## src/rtl/vend_pkg.sv

```systemverilog
package vend_pkg;

  // Credit held by the controller; paid states drive the release output.
  typedef enum logic [2:0] {
    CR0    = 3'd0,
    CR5    = 3'd1,
    CR10   = 3'd2,
    PAID15 = 3'd3,
    PAID20 = 3'd4
  } credit_e;

  localparam int COIN_LINES = 2;
  localparam int LINE_SMALL = 0;
  localparam int LINE_LARGE = 1;

endpackage

```

## src/rtl/vend_rst_sync.sv

```systemverilog
module vend_rst_sync #(
  parameter int STAGES = 2
) (
  input  logic clk,
  input  logic arst_n,
  output logic srst_n
);

  logic [STAGES-1:0] rel_q;

  always_ff @(posedge clk or negedge arst_n) begin
    if (!arst_n) rel_q <= '0;
    else         rel_q <= {rel_q[STAGES-2:0], 1'b1};
  end

  assign srst_n = rel_q[STAGES-1];

endmodule

```

## src/rtl/vend_coin_sync.sv

```systemverilog
module vend_coin_sync #(
  parameter int STAGES = 2
) (
  input  logic clk,
  input  logic rst_n,
  input  logic sense_raw,
  output logic coin_evt
);

  localparam int LAST = STAGES - 1;

  logic [LAST:0] chain_q;

  always_ff @(posedge clk or negedge rst_n) begin
    if (!rst_n) chain_q <= '0;
    else        chain_q <= {chain_q[LAST-1:0], sense_raw};
  end

  // rising edge seen between the last two stages
  assign coin_evt = chain_q[LAST-1] & ~chain_q[LAST];

  // one coin never yields back-to-back events
  a_r2_single_event: assert property (@(posedge clk) disable iff (!rst_n)
    coin_evt |=> !coin_evt);

endmodule

```

## src/rtl/vend_credit_fsm.sv

```systemverilog
module vend_credit_fsm
  import vend_pkg::*;
(
  input  logic clk,
  input  logic rst_n,
  input  logic small_evt,
  input  logic large_evt,
  output logic paid
);

  credit_e cur_q, nxt;

  always_comb begin
    nxt = cur_q;
    case (cur_q)
      CR0: begin
        if (large_evt)      nxt = CR10;
        else if (small_evt) nxt = CR5;
      end
      CR5: begin
        if (large_evt)      nxt = PAID15;
        else if (small_evt) nxt = CR10;
      end
      CR10: begin
        if (large_evt)      nxt = PAID20;
        else if (small_evt) nxt = PAID15;
      end
      PAID15:  nxt = CR0;
      PAID20:  nxt = CR5;
      default: nxt = CR0;
    endcase
  end

  always_ff @(posedge clk or negedge rst_n) begin
    if (!rst_n) cur_q <= CR0;
    else        cur_q <= nxt;
  end

  assign paid = (cur_q == PAID15) || (cur_q == PAID20);

  // idle cycles keep the credit
  a_r4_hold: assert property (@(posedge clk) disable iff (!rst_n)
    ((cur_q inside {CR0, CR5, CR10}) && !small_evt && !large_evt) |=> $stable(cur_q));

  // large coin wins a collision from zero credit
  a_r8_large_wins: assert property (@(posedge clk) disable iff (!rst_n)
    (cur_q == CR0 && large_evt) |=> (cur_q == CR10));

  // paid-15 always clears the credit
  a_r6_paid15_exit: assert property (@(posedge clk) disable iff (!rst_n)
    (cur_q == PAID15) |=> (cur_q == CR0));

  // paid-20 keeps the surplus
  a_r7_paid20_exit: assert property (@(posedge clk) disable iff (!rst_n)
    (cur_q == PAID20) |=> (cur_q == CR5));

  // a large coin at credit 10 reaches paid-20
  a_r5_ten_plus_large: assert property (@(posedge clk) disable iff (!rst_n)
    (cur_q == CR10 && large_evt) |=> (cur_q == PAID20));

endmodule

```

## src/rtl/vend_credit_ctrl.sv

```systemverilog
module vend_credit_ctrl
  import vend_pkg::*;
#(
  parameter int SYNC_STAGES  = 2,
  parameter int RESET_STAGES = 2
) (
  input  logic clk,
  input  logic rst_n,
  input  logic nickel_sense_i,
  input  logic dime_sense_i,
  output logic sale_release_o
);

  logic                  int_rst_n;
  logic [COIN_LINES-1:0] sense_v;
  logic [COIN_LINES-1:0] evt_v;

  assign sense_v[LINE_SMALL] = nickel_sense_i;
  assign sense_v[LINE_LARGE] = dime_sense_i;

  vend_rst_sync #(.STAGES(RESET_STAGES)) u_rst (
    .clk    (clk),
    .arst_n (rst_n),
    .srst_n (int_rst_n)
  );

  for (genvar g = 0; g < COIN_LINES; g++) begin : g_line
    vend_coin_sync #(.STAGES(SYNC_STAGES)) u_sync (
      .clk       (clk),
      .rst_n     (int_rst_n),
      .sense_raw (sense_v[g]),
      .coin_evt  (evt_v[g])
    );
  end

  vend_credit_fsm u_fsm (
    .clk       (clk),
    .rst_n     (int_rst_n),
    .small_evt (evt_v[LINE_SMALL]),
    .large_evt (evt_v[LINE_LARGE]),
    .paid      (sale_release_o)
  );

  // release is a one-clock strobe
  a_r6_release_strobe: assert property (@(posedge clk) disable iff (!int_rst_n)
    sale_release_o |=> !sale_release_o);

  // nothing is released while the block is held in reset
  always_comb begin
    if (!rst_n) a_r1_reset_quiet: assert (!sale_release_o || int_rst_n);
  end

endmodule

```

## config.mk

```make
export PLATFORM = sky130hd
export DESIGN_NAME = vend_credit_ctrl
export DESIGN_NICKNAME = d
export VERILOG_FILES = /design/src/rtl/vend_pkg.sv /design/src/rtl/vend_rst_sync.sv /design/src/rtl/vend_coin_sync.sv /design/src/rtl/vend_credit_fsm.sv /design/src/rtl/vend_credit_ctrl.sv
export SDC_FILE = /design/constraint.sdc
export NUM_CORES = 1
export LEC_CHECK = 0
export ABC_AREA = 1
export BUFFER_PORTS_ARGS = -buffer_cell sky130_fd_sc_hd__buf_4
export CAP_MARGIN = 20
export CORE_AREA = 2 2 39 41
export DETAILED_ROUTE_END_ITERATION = 10
export DIE_AREA = 0 0 41 43
export SYNTH_ARGS = -nofsm -noshare
export SYNTH_HDL_FRONTEND = slang
export SYNTH_SLANG_ARGS = --single-unit
```

## constraint.sdc

```tcl
create_clock -name clk -period 0.9 [get_ports clk]
set_input_delay 0.135 -clock clk [delete_from_list [all_inputs] [get_ports clk]]
set_output_delay 0.135 -clock clk [all_outputs]
set_load 0.1 [all_outputs]
```

=== Yosys cells after proc, flatten, opt, wreduce, memory -nomap -nowiden ===
Index checks and enable logic that the tools add are counted.

* Register bits: 9
* Bits of input ports: 4
* Output and inout bits: 1
* Logic and storage cells: 25

* Equal/unequal tests: 7
* Muxes and demuxes: 7
* Bitwise logic cells: 4
* Reductions and logical operators: 3

{| class="wikitable"
|+ Operators by type and width
! kind !! number
|-
| 3-bit 2-to-1 mux || 6
|-
| 3-bit one-hot mux with 4 select lines || 1
|-
| 3-bit != test (second input constant) || 3
|-
| 3-bit by 2-bit equality test with 1-bit output (second input constant) || 2
|-
| 3-bit by 1-bit equality test with 1-bit output (second input constant) || 1
|-
| 3-bit equality test (second input constant) || 1
|-
| 3-bit zero test || 1
|-
| 3-bit AND reduction || 1
|-
| 1-bit AND || 2
|-
| 1-bit NOT || 2
|-
| 1-bit logical OR || 1
|}

=== Logic depth before layout (Yosys ltp) ===
Gate-level depths: netlist (run 1).

* Depth in word-level cells: 5
* Mapped depth: 8
* Mapped depth without buffers: 8

=== Cells and area by module ===
A second synthesis (run 1) with hierarchy kept.

* Cell total of the unflattened synthesis: 41
* Area, all modules: 375.4 µm²

{| class="wikitable"
|+ By module, submodules not included
! module !! instances !! cells an instance !! area an instance (µm²) !! seq. area each (µm²)
|-
| vend_credit_fsm || 1 || 30 || 201.4 || 75.1
|-
| vend_coin_sync || 2 || 4 || 60.1 || 50.0
|-
| vend_rst_sync || 1 || 3 || 53.8 || 50.0
|}

=== Worst setup path after synthesis (run 1) ===
Ideal clock, no wire load.

* Path kind: flip-flop to output port
* Start point: reg u_fsm.cur_q[1]
* End point: out sale_release_o
* Arrival: 1.865 ns
* Required time: 0.765 ns
* Slack: -1.100 ns
* Stages on the path, launching flop included: 4
* Path buffers: 0
* Path through: dfrtp_1 nor2_1 nor2_1 nor2_1

* Word-level cells in the longest chain between the ends: 2
* Elaborated cells between the ends (all ways): 3
* Those cells by class: 2 x eq/ne; 1 x reduce/logical

{| class="wikitable"
|+ Ends and longest elaborated chain
! item !! line !! RTL
|-
| from (decl) || vend_credit_fsm.sv:11 || <nowiki>credit_e cur_q, nxt;</nowiki>
|-
| from (signal assigned) || vend_credit_fsm.sv:36 || <nowiki>else cur_q <= nxt;</nowiki>
|-
| 3-bit by 2-bit equality test with 1-bit output / 3-bit equality test (equally long branches) || vend_credit_fsm.sv:39 || <nowiki>assign paid = (cur_q == PAID15) || (cur_q == PAID20);</nowiki>
|-
| 1-bit logical OR (*) || vend_credit_fsm.sv:39 ||
|-
| to (decl) || vend_credit_ctrl.sv:11 || <nowiki>output logic sale_release_o</nowiki>
|}

Mark *: on every way between the ends. The rest lies on a longest branch, timed or not.

=== Final worst setup path (run 1) ===
Ends and elaborated chain as after synthesis.

==> impl_summary.md, run 1 <==
Status
The flow ran to the end, but the final reports show violations. The final reports fail on negative setup slack.

Placed design
The number of I/O port buffers is 4. The worst-case setup slack after placement is -0.228 ns. Summing all placed instances gives a cell area of 485 um2. The congestion estimate from routability-driven global placement came to 0.638.

The total half-perimeter wirelength after legalization and detailed placement is 483 um.

Final layout
Summing all multi-input logic gate instances after layout gives 146 um2. The utilization after layout is 42.8%. 0 antenna diodes ended up in the layout.

The number of filler cells placed in the layout is 142. The share of layout cells above drive strength 1 is 41.3%. The area occupied by registers is 225 um2. The design area is 592 um2. In the final design database the tool counted 68 nets.

The area growth from synthesis to layout is 62.0%.

Worst setup path
The kind of start point of the critical path is a register. The path depth of the worst reg2reg path is 9. Broken down by cell family, the worst path's largest delay share belongs to flip-flops. Traced cell by cell, the critical path runs through a21oi_2 -> buf_4 -> nor2_4 -> buf_12. The cell at the slowest stage of the critical path is sky130_fd_sc_hd__dfrtp_1. Data arrives at the worst endpoint at 1.17 ns. The data required time of the worst path is 0.76 ns. The type of the worst setup path is register to output port.

The critical path contains buffers and inverters numbering 2 combined. The type of destination of the critical path is an output port. In this run the worst path has a maximum fanout of 3. The reg-to-reg critical path endpoint is u_fsm.cur_q[0].

On the worst path, the slowest cell contributes a delay of 0.41 ns. In this run the critical register-to-register path is launched from u_fsm.cur_q[0]. Setup slack on the worst reg-to-reg path comes out at -0.35 ns.

CTS
CTS built an H-tree with a depth of 1. The clock transition at the registers of the reported paths is 0.06 ns. The clock passes through at most 2 buffers.

The clock network latency to the later pin of the worst-skew pair is 0.25 ns. The clock drives 9 sinks. The root buffer cell is sky130_fd_sc_hd__clkbuf_4. The TritonCTS clock tree is built. Buffers inserted during clock tree synthesis total 3.

Yosys
In this run, synthesis produced a sequential element count of 9. In the post-synthesis netlist, the cell with the most instances is sky130_fd_sc_hd__nand2_1. The proportion of register bits with asynchronous set or reset after synthesis is 100%. The net count after synthesis is 46. Yosys mapped a number of flops with a built-in enable equal to 0. The count of unique library cells instantiated by Yosys is 12. In the synthesized netlist the dominant register cell turns out to be sky130_fd_sc_hd__dfrtp_1.

For this run, the register share of the synthesized area comes to 61.6%. Sorting the synthesized cells by area gives the leading types as sky130_fd_sc_hd__dfrtp_1 62%, sky130_fd_sc_hd__nand2_1 11%, sky130_fd_sc_hd__nand3_1 5.5%. The count of mapped cells out of synthesis is 42.

The biggest area contributor in the post-synthesis netlist is sky130_fd_sc_hd__dfrtp_1. Summing every instance area after synthesis gives 365 um2. Dividing the synthesized area by the synthesized cell count gives 8.70 um2.

The top cell type's share of synthesized area is 61.6%. The Yosys step of the flow raised 0 warnings. The commonest cells after synthesis are 11 x sky130_fd_sc_hd__nand2_1, 9 x sky130_fd_sc_hd__dfrtp_1, 5 x sky130_fd_sc_hd__inv_1, 5 x sky130_fd_sc_hd__nor2_1, 4 x sky130_fd_sc_hd__nand3_1.

STA
The fmax is 765 MHz. The worst hold-check slack is 0.113 ns. The final count of pins violating max slew came to 0. Setup violations remaining at the end of the flow were counted as 4. The largest clock skew in the final design is 0.00288 ns. The number of endpoints with negative hold slack in the final report came to 0. Setup repair after global routing could not meet its margin everywhere. The final setup slack of the worst path is -0.407 ns. The worst path in the final design needs a cycle of 1.31 ns, including I/O delays and setup.

The final period utilization is 145%.

Floorplan
The die area is 1760 um2. The boundary pin count is 5. The width of the die is 41 um. The number of core rows is 14.

Measured along the y axis, the die boundary spans 43 um. For this configuration, the core starts out at a cell density of 26.4%. The region available for standard cell placement spans 1380 um2.

Routing
Dividing the detail-routed wire length by the instance count gives 8.87 um. The remaining design rule violation count is 0. The routed layout has 337 vias.

The first detailed-routing pass took 4 iterations. The final wirelength is 701 um. The count of nets left with antenna violations once routing finished came out at 0.

The count of routing violations after the opening detailed-route iteration is 8. In the routed layout, each cell is associated on average with a via count of 4.27.

GRT
The initial antenna violation count is 0. Entering global routing, the biggest net connects 8 pins. The first global-routing pass estimated 1250 um of wire. The number of global-route vias before repair is 318.

The total global routing overflow is 0. Global routing used 10.8% of the available tracks.

Power and ir drop
The power density over the cells is 2950 nW/um2. The post-layout total power is 1.75 mW. The total leakage power is 0.297 nW. IR analysis of the VDD net gives a maximum drop of 0.00143 V.

Flow run
The tool flagged a number of max-cap violations equal to 0.

Worst hold path
The path class of the tightest hold or removal check is register to asynchronous set/reset pin.
-- routing by layer --
metal / part of all wire, % / vias up / global-route usage, %
met5: 0 / - / 0
met1: 44 / 155 / 13.4
met3: 4.1 / 0 / 6.28
met4: 0 / 0 / 2.00
li1: - / 173 / -
met2: 52 / 9 / 15.9
-- final cells by class --
cell class              instances  share of cell area (%)
inverters                       6                    3.81
repair buffers                 17                    25.6
well taps                      16                    3.38
flip-flops and latches          9                    38.1
multi-input cells              27                    24.7
clock buffers                   4                    4.44
-- through the flow --
step | cells | setup TNS (ns)
finish | 79 | -1.23
global route | 79 | -1.47
CTS | 79 | -1.30
detailed placement | 70 | -0.736
global placement | 70 | -0.660
floorplan | 42 | -0.733
-- kinds of logic after synthesis --
group / count (synthesis) / share of synthesized area, %
other: 1 / 1.03
AOI/OAI and AO/OA: 2 / 2.74
DFF: 9 / 61.6
buffers and inverters: 6 / 6.16
and+or+nand+nor: 24 / 28.4
-- report_power, final --
part | switching, mW | leakage, nW | total [mW] | internal [mW]
logic | 0.463 | 0.174 | 0.918 | 0.455
registers | 0.0658 | 0.108 | 0.533 | 0.467
clock network | 0.125 | 0.0150 | 0.295 | 0.170
total | 0.654 | 0.297 | 1.75 | 1.09
-- sequential cells by signal (all words and copies together) (netlist names) --
name,flops
u_rst.rel_q,2
u_fsm.cur_q,3
g_line.u_sync.chain_q,4
-- worst reg2reg max path, cell delays in order, from the launching register on --
cell and delay (ns):
sky130_fd_sc_hd__dfrtp_1 0.41, sky130_fd_sc_hd__buf_4 0.15, sky130_fd_sc_hd__buf_4 0.13, sky130_fd_sc_hd__inv_1 0.06, sky130_fd_sc_hd__nand3_2 0.10, sky130_fd_sc_hd__nor2_4 0.12
sky130_fd_sc_hd__nor2_1 0.05, sky130_fd_sc_hd__nand2_1 0.06, sky130_fd_sc_hd__nand2_1 0.05, sky130_fd_sc_hd__nand2_1 0.06
-- timing repair --
item | 4_1_cts | 5_1_grt
pin swaps | 3 | 2
gates resized for setup | 8 | 2
endpoints found under the setup margin | 4 | 4
endpoints found under the hold margin | 4 | 0
setup buffers | 2 | 0
hold buffers | 3 | 0
-- cell usage in the layout, fill, tap and decap left out --
master / n
sky130_fd_sc_hd__nand2_1: 11
sky130_fd_sc_hd__nor2_1: 1
sky130_fd_sc_hd__nor3_1: 1
sky130_fd_sc_hd__dlygate4sd3_1: 3
sky130_fd_sc_hd__clkbuf_1: 1
sky130_fd_sc_hd__o21ai_1: 1
sky130_fd_sc_hd__dfrtp_1: 9
sky130_fd_sc_hd__clkbuf_4: 3
sky130_fd_sc_hd__nand3_2: 1
sky130_fd_sc_hd__buf_4: 12
sky130_fd_sc_hd__inv_1: 5
sky130_fd_sc_hd__nand4_1: 1
sky130_fd_sc_hd__a21oi_2: 1
sky130_fd_sc_hd__buf_12: 1
sky130_fd_sc_hd__inv_2: 1
sky130_fd_sc_hd__nor2_2: 4
sky130_fd_sc_hd__nand3_1: 3
sky130_fd_sc_hd__nor2_4: 2
sky130_fd_sc_hd__conb_1: 1
sky130_fd_sc_hd__buf_6: 1
-- worst max-delay path by stage --
stage | slack [ns] | startpoint | end | depth (start not counted)
CTS | -0.41 | u_fsm.cur_q[0] | sale_release_o | 4
global placement | -0.21 | u_fsm.cur_q[0] | sale_release_o | 4
finish | -0.41 | u_fsm.cur_q[1] | sale_release_o | 4
detailed placement | -0.23 | u_fsm.cur_q[0] | sale_release_o | 4
global route | -0.46 | u_fsm.cur_q[1] | sale_release_o | 4
floorplan | -0.34 | u_fsm.cur_q[1] | sale_release_o | 3
Power figures use the tool's default switching activity.
==> run 2: changes to the inputs <==
--- a/config.mk
+++ b/config.mk
@@ -11,6 +11,7 @@
 export CORE_AREA = 2 2 39 41
 export DETAILED_ROUTE_END_ITERATION = 10
 export DIE_AREA = 0 0 41 43
+export SETUP_SLACK_MARGIN = 0.5
 export SYNTH_ARGS = -nofsm -noshare
 export SYNTH_HDL_FRONTEND = slang
 export SYNTH_SLANG_ARGS = --single-unit
==> constraint.sdc (replaced) <==
create_clock -name clk -period 1.5 [get_ports clk]
set_input_delay 0.225 -clock clk [delete_from_list [all_inputs] [get_ports clk]]
set_output_delay 0.225 -clock clk [all_outputs]
set_load 0.1 [all_outputs]
==> run 2 against run 1 <==
Effect of this change:
- sequential power shrank 34%
- cell count is 8.9% lower
- flip-flop and latch count unchanged
- sequential share of layout area is 3.3 points higher
- die area unchanged
- hold slack got worse by 0.037 ns
- the run now ends clean
- first-iteration DRC count fell by 75%
- clock skew decreased by 0.0024 ns
==> impl_summary.md, run 2 (same netlist as run 1, synthesis figures left out) <==
STA
The minimum clock period after layout is 1.39 ns. The largest clock skew in the final design came to 0.000514 ns (-0.00237 ns). The final setup violation count is 0 (-4). The fmax is 717 MHz. The final count of pins violating max slew is 0 (unchanged). Setup repair after global routing could not meet its margin everywhere.

In the finished design, the share of the clock period the worst path needs comes to 92.9%. The number of endpoints with negative hold slack in the final report is 0 (unchanged). The total negative slack is 0 ns (+1.23 ns).

Placed design
The total half-perimeter wirelength after legalization and detailed placement is 407 um (-16%). The routability-driven placement congestion ratio is 0.634 (-0.61%). The number of I/O port buffers was 4 (unchanged).

The total placed cells including tap cells was 62 (-11%). The post-detailed-placement cell area is 425 um2 (-12%).

Final layout
The number of diodes added for antenna fixing is 0 (unchanged). The share of layout cells above drive strength 1 is 39.3% (-2.0 points). In the layout the commonest cells are 11 x sky130_fd_sc_hd__nand2_1, 7 x sky130_fd_sc_hd__dfrtp_1, 6 x sky130_fd_sc_hd__buf_4, 5 x sky130_fd_sc_hd__inv_1. The number of non-filler instances in the completed layout is 72 (-8.9%). The flip-flop count of the largest register, all copies and words added is 4 (unchanged). The largest registers in the layout are g_line.u_sync.chain_q: 4 flops, u_fsm.cur_q: 3 flops, u_rst.rel_q: 2 flops. The area growth from synthesis to layout is 50.7%. The design area was 551 um2 (-7.0%). g_line.u_sync.chain_q holds more flip-flops than any other register. The commonest non-fill, non-tap cell in the layout is sky130_fd_sc_hd__nand2_1. The post-layout net count is 61 (-10%). The utilization after layout is 39.8% (-3.0 points).

CTS
The clock transition at the registers of the reported paths came to 0.06 ns (about the same). The total clock buffers created by CTS is 3 (unchanged). The clock network latency to the later pin of the worst-skew pair is 0.25 ns (about the same).

The TritonCTS clock tree is built. The clock sink count is 9 (unchanged). The root buffer cell chosen for the clock tree is sky130_fd_sc_hd__clkbuf_4. The number of buffers on the longest clock path is 2 (unchanged).

The total number of H-tree levels is 1 (unchanged).

Flow run
The max-capacitance violation count is 0 (unchanged).

Worst setup path
The data required time of the worst path is 1.27 ns (+0.51 ns). The type of destination of the critical path is an output port. The slack of the worst reg-to-reg path is 0.19 ns (+0.54 ns). STA classifies the critical path startpoint as a register. The worst path arrival time is 1.17 ns (about the same). The highest fanout seen on the critical path is 4 (+1). The critical path is of the register to output port type.

Routing
The total via count after detailed routing is 291 (-14%). The average via count per standard cell is 4.04 (-5.3%). The per-cell routed wire length is 9.08 um (+2.4%). The remaining design rule violation count is 0 (unchanged). The number of optimization iterations in the first detailed-route pass is 2 (-2).

The count of routing violations after the opening detailed-route iteration is 2 (-6). The final wirelength came to 654 um (-6.7%). The post-route antenna net violation count is 0 (unchanged).

Floorplan
The die area is 1760 um2 (unchanged). The initial standard-cell utilization of the core is 26.4% (unchanged). The number of core rows is 14 (unchanged). The boundary pin count was 5 (unchanged). The chip height is 43 um (unchanged). The standard cell core area is 1380 um2 (unchanged).

The width of the die is 41 um (unchanged).

GRT
The number of global-route vias before repair is 258 (-19%). The total global routing overflow is 0 (unchanged). The maximum number of pins on one net before global-route repair was 8 (unchanged). The initial antenna violation count is 0 (unchanged). The total routing resource utilization after global routing came to 9.98% (-0.78 points). The wire length of the first global-routing pass was 1060 um (-15%).

Worst hold path
The path class of the tightest hold or removal check is input pin to register.

Status
The run finished with clean final reports.

Power and ir drop
The total leakage power was 0.269 nW (-9.7%). The worst supply voltage drop on vdd is 0.000549 V (-61%). The power density over the cells came to 1880 nW/um2 (-36%).
[run 2: changes by cell type in the layout (fill, tap and decap cells not counted)]
cell,delta
sky130_fd_sc_hd__nor2_4,+1
sky130_fd_sc_hd__dlygate4sd3_1,-2
sky130_fd_sc_hd__dfrtp_2,+2
sky130_fd_sc_hd__buf_6,+1
sky130_fd_sc_hd__dfrtp_1,-2
sky130_fd_sc_hd__nor2_1,+1
sky130_fd_sc_hd__buf_4,-6
sky130_fd_sc_hd__a21oi_2,-1
sky130_fd_sc_hd__nor2_2,-2
sky130_fd_sc_hd__a21oi_4,+1
[run 2: layer usage]
layer,global-route usage [%],wire length [um],up-vias
met2,14.1,349,5
met3,6.28,25,0
met4,8.00,0,0
li1,-,-,155
met5,0,0,-
met1,9.76,279,131
[run 2: path summary, 6_finish.rpt]
check,endpoint,cells past startpoint,start
max,sale_release_o,4,u_fsm.cur_q[0]
min,g_line[1].u_sync.chain_q[0],1,dime_sense_i
max reg2reg,u_fsm.cur_q[0],10,u_fsm.cur_q[0]
min reg2reg,g_line[1].u_sync.chain_q[0],0,u_rst.rel_q[1]
max in group asynchronous,u_rst.rel_q[1],2,rst_n
min in group asynchronous,g_line[1].u_sync.chain_q[0],0,u_rst.rel_q[1]
[run 2: final cells by class]
cell class,count,area [um2]
clock buffer,4,26.3
sequential,9,228
inverter,6,22.5
tap,16,20.0
multi-input combinational,27,156
timing repair buffer,10,97.6
fill,149,833
[run 2: critical path, stage by stage (launching register included)]
cell and delay, ns:
sky130_fd_sc_hd__dfrtp_2 0.45, sky130_fd_sc_hd__nor2_4 0.13, sky130_fd_sc_hd__nor2_2 0.05, sky130_fd_sc_hd__nor2_4 0.10
sky130_fd_sc_hd__buf_12 0.18
[run 2: report_power, final]
| part | internal, mW | switching, mW |
|---|---|---|
| clock network | 0.102 | 0.0757 |
| logic | 0.245 | 0.260 |
| registers | 0.286 | 0.0648 |
[run 2: metrics by stage]
step	hold slack (ns)	setup slack [ns]	power, mW
3_3_place_gp	0.00788	0.228	0.619
3_5_place_dp	0.0109	0.232	0.621
6_report	0.0763	0.106	1.03
4_1_cts	0.0602	0.0981	1.00
5_1_grt	0.0413	0.0360	1.12
2_1_floorplan	-0.0706	0.167	0.567
[run 2: timing repair]
| item | CTS | global route |
|---|---|---|
| hold buffers | 1 | 0 |
| resized for setup | 12 | 2 |
| pin swaps | 4 | 1 |
| setup endpoints to repair | 3 | 4 |
| setup buffers | 4 | 1 |
| endpoints found under the hold margin | 2 | 0 |
